<file path="config.mk">
export PLATFORM = sky130hd
export DESIGN_NAME = flagreg_top
export DESIGN_NICKNAME = d
export VERILOG_FILES = /design/src/rtl/flagreg_pkg.sv /design/src/rtl/flagreg_cmd_decode.sv /design/src/rtl/flagreg_store.sv /design/src/rtl/flagreg_chan_route.sv /design/src/rtl/flagreg_top.sv
export SDC_FILE = /design/constraint.sdc
export NUM_CORES = 1
export LEC_CHECK = 0
export ABC_CLOCK_PERIOD_IN_PS = 1500
export BUFFER_PORTS_ARGS = -buffer_cell sky130_fd_sc_hd__buf_2
export CORE_UTILIZATION = 41
export DETAILED_ROUTE_END_ITERATION = 8
export HOLD_SLACK_MARGIN = 0.15
export PLACE_DENSITY = 0.78
export RECOVER_POWER = 100
export SLEW_MARGIN = 0
export SYNTH_ARGS = -nofsm -noshare
export SYNTH_HDL_FRONTEND = slang
export SYNTH_HIERARCHICAL = 1
export SYNTH_SLANG_ARGS = --single-unit
</file>
<file path="constraint.sdc">
create_clock -name clk -period 1.5 [get_ports clk]
set_clock_uncertainty 0.1 [all_clocks]
set_input_delay 0.3 -clock clk [delete_from_list [all_inputs] [get_ports clk]]
set_output_delay 0.3 -clock clk [all_outputs]
set_load 0.01 [all_outputs]
</file>
<file path="src/rtl/flagreg_pkg.sv">
package flagreg_pkg;

    localparam int NFLAG      = 4;
    localparam int CHAN_W     = 3;
    localparam int NCHAN      = (1 << CHAN_W) - 1;
    localparam int SET_LSB    = CHAN_W;
    localparam int CLR_LSB    = SET_LSB + NFLAG;
    localparam int ENA_LSB    = CLR_LSB + NFLAG;
    localparam int DIS_LSB    = ENA_LSB + NFLAG;
    localparam int ALLCLR_BIT = DIS_LSB + NFLAG;
    localparam int CMD_W      = ALLCLR_BIT + 1;
    localparam int STS_W      = CHAN_W + 2 * NFLAG;

    typedef struct packed {
        logic              load;
        logic [CHAN_W-1:0] chan;
        logic [NFLAG-1:0]  set;
        logic [NFLAG-1:0]  clr;
        logic [NFLAG-1:0]  ena;
        logic [NFLAG-1:0]  dis;
        logic              all_clr;
    } cmd_t;

    typedef struct packed {
        logic [CHAN_W-1:0] chan;
        logic [NFLAG-1:0]  flag;
        logic [NFLAG-1:0]  en;
        logic              io_rst;
    } state_t;

endpackage

</file>
<file path="src/rtl/flagreg_cmd_decode.sv">
module flagreg_cmd_decode
    import flagreg_pkg::*;
(
    input  logic             we,
    input  logic [CMD_W-1:0] data,
    output cmd_t             cmd
);

    // Any field is qualified by the write strobe, so an idle bus cannot act.
    always_comb begin
        cmd         = '0;
        cmd.load    = we;
        if (we) begin
            cmd.chan    = data[CHAN_W-1:0];
            cmd.set     = data[SET_LSB +: NFLAG];
            cmd.clr     = data[CLR_LSB +: NFLAG];
            cmd.ena     = data[ENA_LSB +: NFLAG];
            cmd.dis     = data[DIS_LSB +: NFLAG];
            cmd.all_clr = data[ALLCLR_BIT];
        end
    end

endmodule

</file>
<file path="src/rtl/flagreg_store.sv">
module flagreg_store
    import flagreg_pkg::*;
(
    input  logic             clk,
    input  logic             rst_n,
    input  cmd_t             cmd,
    input  logic [NFLAG-1:0] ev,
    output state_t           st
);

    state_t st_d, st_q;

    always_comb begin
        st_d        = st_q;
        st_d.io_rst = cmd.load & cmd.all_clr;
        if (cmd.load) begin
            st_d.chan = cmd.chan;
            st_d.en   = (st_q.en | cmd.ena) & ~cmd.dis;
        end
        for (int i = 0; i < NFLAG; i++) begin
            logic nf;
            nf = st_q.flag[i];
            if (cmd.set[i]) nf = 1'b1;
            if (cmd.clr[i] || cmd.all_clr) nf = 1'b0;
            if (ev[i]) nf = 1'b1;
            st_d.flag[i] = nf;
        end
    end

    always_ff @(posedge clk or negedge rst_n) begin
        if (!rst_n) st_q <= '0;
        else        st_q <= st_d;
    end

    assign st = st_q;

    p_assign_load_r1: assert property (@(posedge clk) disable iff (!rst_n)
        cmd.load |=> st_q.chan == $past(cmd.chan));

    p_io_pulse_r8: assert property (@(posedge clk) disable iff (!rst_n)
        (cmd.load && cmd.all_clr) |=> st_q.io_rst);

    p_io_once_r8: assert property (@(posedge clk) disable iff (!rst_n)
        st_q.io_rst |=> !st_q.io_rst || $past(cmd.load && cmd.all_clr));

    p_idle_hold_r11: assert property (@(posedge clk) disable iff (!rst_n)
        (!cmd.load && ev == '0) |=> $stable(st_q.chan) && $stable(st_q.flag) && $stable(st_q.en));

    for (genvar g = 0; g < NFLAG; g++) begin : g_flag_chk
        p_clear_wins_r4: assert property (@(posedge clk) disable iff (!rst_n)
            (cmd.load && cmd.clr[g] && !ev[g]) |=> !st_q.flag[g]);
        p_disable_wins_r5: assert property (@(posedge clk) disable iff (!rst_n)
            (cmd.load && cmd.dis[g]) |=> !st_q.en[g]);
        p_event_sets_r9: assert property (@(posedge clk) disable iff (!rst_n)
            ev[g] |=> st_q.flag[g]);
    end

endmodule

</file>
<file path="src/rtl/flagreg_chan_route.sv">
module flagreg_chan_route
    import flagreg_pkg::*;
(
    input  logic              clk,
    input  logic              rst_n,
    input  logic [CHAN_W-1:0] chan,
    input  logic [NFLAG-1:0]  flag,
    input  logic [NFLAG-1:0]  en,
    output logic [NCHAN-1:0]  req
);

    logic active;
    assign active = |(flag & en);

    for (genvar c = 1; c <= NCHAN; c++) begin : g_chan
        assign req[c-1] = active && (chan == CHAN_W'(c));
    end

    p_onehot_r6: assert property (@(posedge clk) disable iff (!rst_n)
        $onehot0(req));

    p_zero_assign_r2: assert property (@(posedge clk) disable iff (!rst_n)
        (chan == '0) |-> (req == '0));

    p_masked_r7: assert property (@(posedge clk) disable iff (!rst_n)
        ((flag & en) == '0) |-> (req == '0));

endmodule

</file>
<file path="src/rtl/flagreg_top.sv">
module flagreg_top
    import flagreg_pkg::*;
(
    input  logic             clk,
    input  logic             rst_n,
    input  logic             cmd_we,
    input  logic [CMD_W-1:0] cmd_data,
    input  logic [NFLAG-1:0] ev_pulse,
    output logic [STS_W-1:0] sts_data,
    output logic [NCHAN-1:0] irq_req,
    output logic             io_reset
);

    cmd_t   cmd;
    state_t st;

    flagreg_cmd_decode u_dec (
        .we   (cmd_we),
        .data (cmd_data),
        .cmd  (cmd)
    );

    flagreg_store u_store (
        .clk   (clk),
        .rst_n (rst_n),
        .cmd   (cmd),
        .ev    (ev_pulse),
        .st    (st)
    );

    flagreg_chan_route u_route (
        .clk   (clk),
        .rst_n (rst_n),
        .chan  (st.chan),
        .flag  (st.flag),
        .en    (st.en),
        .req   (irq_req)
    );

    assign sts_data = {st.en, st.flag, st.chan};
    assign io_reset = st.io_rst;

    p_reset_quiet_r10: assert property (@(posedge clk) disable iff (!rst_n)
        $rose(rst_n) |-> (irq_req == '0 && !io_reset));

endmodule

</file>
# [After elaboration in Yosys (flattened, before gate mapping)]
# Index checks and enable logic that the tools add are counted.
[word_totals] reg_bits=12 out_inout_bits=19
[op_classes] n_eq_ne=7 muxes=13 n_bitwise=5 reduce_logical=16
[ops] op="$mux 20" count=1
[ops] op="$eq 3x3->1 const B" count=4
[ops] op="$mux 1" count=12
[ops] op="$reduce_bool 3->1" count=4
[ops] op="$and 4x4->4" count=2
[ops] op="$logic_and 1x1->1" count=7
[ops] op="$eq 3x2->1 const B" count=2
[ops] op="$logic_or 1x1->1" count=4
[ops] op="$not 4->4" count=1
[ops] op="$or 4x4->4" count=1
[ops] op="$reduce_or 4->1" count=1
[ops] op="$eq 3x1->1 const B" count=1
[ops] op="$and 1x1->1" count=1

# [Logic depth before layout (Yosys ltp)]
[depth] word_depth=4 depth_mapped=4 depth_no_buf=3

# [By module]
# Netlist, hierarchy kept.
[modules_own_cells] mod="flagreg_store" n_inst=1 cells_per_inst=37 area_per_inst_um2=456.7 seq_area_each_um2=300.3
[modules_own_cells] mod="flagreg_cmd_decode" n_inst=1 cells_per_inst=23 area_per_inst_um2=161.4 seq_area_each_um2=0.0
[modules_own_cells] mod="flagreg_chan_route" n_inst=1 cells_per_inst=12 area_per_inst_um2=111.4 seq_area_each_um2=0.0

# [Least setup slack after synthesis]
# No wires, ideal clock.
[synth_timing] kind="register to output" startpoint="register u_store.st_q (netlist bit u_store/st[5])" endpoint="output irq_req[0]" t_arrival_ns=1.157 t_required_ns=1.100 slack_ns=-0.057 path_stages_with_launch=3 cell_sequence="dfrtp_1 a22oi_2 a2111oi_1"
[synth_between] elab_chain_len=3
[synth_rtl] item="from (decl)" line_no="flagreg_store.sv:11" text="state_t st_d, st_q;"
[synth_rtl] item="from (signal assigned)" line_no="flagreg_store.sv:32" text="else st_q <= st_d;"
[synth_rtl] item="$and 4x4->4" line_no="flagreg_chan_route.sv:13" text="assign active = |(flag & en);"
[synth_rtl] item="$reduce_or 4->1" line_no="flagreg_chan_route.sv:13"
[synth_rtl] item="$logic_and 1x1->1" line_no="flagreg_chan_route.sv:16" text="assign req[c-1] = active && (chan == CHAN_W'(c));"
[synth_rtl] item="to (decl)" line_no="flagreg_top.sv:10" text="output logic [NCHAN-1:0] irq_req,"
# Every way passes these cells.

# [Final worst setup path]
# Ends and elaborated chain as after synthesis.

==> summary.txt <==
Outcome
  – Status: complete, but fails checks
  – Failing checks: setup timing

Cells and area
  – Layout area overhead: 46.0%
  – Fill count: 136
  – Multi-input logic area: 370 um^2
  – Max reg flops: 12
  – Ant. Diodes: 0
  – Design area: 1060 um^2
  – Fin util: 67.5%
  – Fraction of layout cells with a size suffix above 1: 47.7%
  – Final nets: 156
  – Final Non-Filler Cells: 144
  – Reg area: 303 um^2

Routing
  – Post-DR wirelength/cell: 12.2 um
  – Vias: 722
  – # DRC: 0
  – Drt first pass iters: 7
  – Routed WL: 1750 um
  – Antenna-violating nets left: 0
  – Via density: 5.01
  – DR iter-0 viols: 18

Floorplan
  – Std-Cell Rows: 14
  – Die Y: 44.2 um
  – Top-level port count: 46
  – Initial core utilization: 46.3%
  – Die width: 44.2 um
  – CORE AREA: 1580 um^2
  – Die area: 1950 um^2

Synthesis
  – Synth Area in Compound Gates: 23.3%
  – Synthesized flop and latch total: 12
  – Sequential area share after synthesis: 41.2%
  – Cell taking the most area after synthesis: dfrtp_1
  – Syn Inst Count: 72
  – Yosys warns: 6
  – Syn_nets: 99
  – Synth Area in XOR/XNOR: 0%
  – Synth unique cells: 14
  – Synth Cell Area: 729 um^2
  – Post-synthesis mux area share: 5.15%
  – Share of the synthesized area in the top cell type: 41.2%
  – Largest family of logic cells by synthesized area: compound AO/OA/AOI/OAI gates
  – Synth Area in Simple Gates: 21.1%
  – Top cells by area, synth: dfrtp_1, and2_1, a2111oi_1, and2_2, a21oi_1
  – Synthesized area per cell: 10.1 um^2
  – Adder-cell area share of the yosys netlist: 0%

Power and ir drop
  – Max VDD drop: 0.000625 V
  – Pleak: 0.522 nW
  – Tot Pwr: 0.913 mW
  – PD cells: 858 nW/um^2

STA
  – Crit path time final: 1.80 ns
  – Tcrit/Tclk final: 120%
  – RSZ-0062 raised after global routing: true
  – Slew @ Worst Pin: 0.644 ns
  – Fmax: 556 MHz
  – Hold Vio Cnt, Final: 0
  – Pins over their slew limit: 0
  – Setup violators final: 7
  – Worst setup slack after layout: -0.298 ns
  – Rel. slew slack: 57.0%

Global routing
  – Total Routing Usage GR: 21.0%
  – Initial antenna violation count: 0
  – First-pass GRT wire length: 2960 um
  – Gr ovfl total: 0
  – Largest net degree at the start of global routing: 33
  – Vias in the first global route: 714

Critical path
  – Worst Setup End Kind: output port
  – Req. time, crit path: 1.10 ns
  – Startpoint Class: register
  – Crit Path Category: reg -> out
  – Crit path DAT: 1.40 ns
  – Peak fanout along the critical path: 7

Clock tree
  – Clock Sink Count: 12
  – Worst-skew pair later-pin latency: 0.27 ns
  – Htree depth: 1
  – CTS Root Cell: clkbuf_4
  – CTS Buffer Depth: 2
  – CTS tree: done
  – CTS Buf Count: 3
  – CTS clock-pin slew for the worst setup and hold paths: 0.07 ns

Placement
  – GP Congestion: 0.767
  – Number of port buffers: 45
  – Post-DP HPWL: 1240 um
  – DP Worst Slack: 0.00354 ns
  – Placed Instances: 133
  – DP Area: 963 um^2

Min path
  – Min-Delay Path Class: in -> reg

Flow run
  – Max Cap Viol: 0
## cell usage in the layout (no fill, tap or decap)
cell type / n
clkbuf_2: 2
buf_2: 34
nor2_1: 4
buf_4: 5
dlygate4sd3_1: 5
a21oi_1: 8
dfrtp_2: 2
and2_2: 5
clkbuf_4: 4
clkbuf_8: 1
inv_1: 7
and2_1: 11
a2111oi_2: 3
and2_0: 5
mux2_2: 2
o31ai_1: 4
a22oi_2: 2
mux2_4: 1
dfrtp_1: 10
a2111oi_1: 4
clkbuf_1: 9
## cell usage after synthesis (all sizes together)
cell type,n
dfrtp,12
buf,4
a2111oi,7
nor2,4
and2,21
a22oi,2
o31ai,4
a21oi,8
inv,7
mux2,3
## through the flow
| stage | hold WS [ns] | TNS, ns |
|---|---|---|
| CTS | 0.196 | -1.96 |
| finish | 0.204 | -1.94 |
| global route | 0.207 | -2.41 |
| global placement | 0.0895 | 0 |
| floorplan | -0.0956 | -0.340 |
| detailed placement | 0.0923 | 0 |
## final cells by class
cell class                      instances  area share [%]
Clock buffer                            4            3.41
Inverter                                7            2.47
Multi-Input combinational cell         49            34.8
Sequential cell                        12            28.4
Tap cell                               16            1.88
Timing Repair Buffer                   56            29.0
## timing repair
item                       4_1_cts  5_1_grt
hold endpoints to repair        16        0
cloned                           0        0
hold buffers                     5        0
pin swaps                        0        1
buffers inserted                 2        0
gates resized for setup          1        3
setup endpoints to repair        7        7
## report_power, final
part / internal [mW] / total (mW) / switching [mW]
sequential: 0.358 / 0.393 / 0.0356
combinational: 0.134 / 0.269 / 0.136
clock: 0.147 / 0.251 / 0.103
total: 0.639 / 0.913 / 0.275
## critical path: stages, from the launching register on
cell and delay (ns):
dfrtp_1 0.37, a22oi_2 0.16, a2111oi_1 0.41, buf_2 0.20
## routing by layer
metal	up-vias	routed length, um	global-route usage [%]
li1	362	-	-
met1	332	759	23.9
met2	26	892	37.4
met3	2	84	3.27
met4	0	15	10.9
met5	-	0	0
## kinds of logic after synthesis
logic type,after synthesis
buf+inv,11
simple gates,25
compound gates,21
mux,3
flops,12
## path summary, 6_finish.rpt
check / from / endpoint / slack (ns) / cells past startpoint
max: u_store/st[5] / irq_req[0] / -0.30 / 3
min: cmd_data[16] / u_store/st[2] / 0.20 / 3
max reg2reg: u_store/st[1] / u_store/st[1] / 0.44 / 4
min reg2reg: u_store/st[8] / u_store/st[8] / 0.50 / 2
max in group asynchronous: rst_n / u_store/st[10] / 0.37 / 2
min in group asynchronous: rst_n / u_store/st[2] / 0.48 / 2
Power figures use the tool's default switching activity.
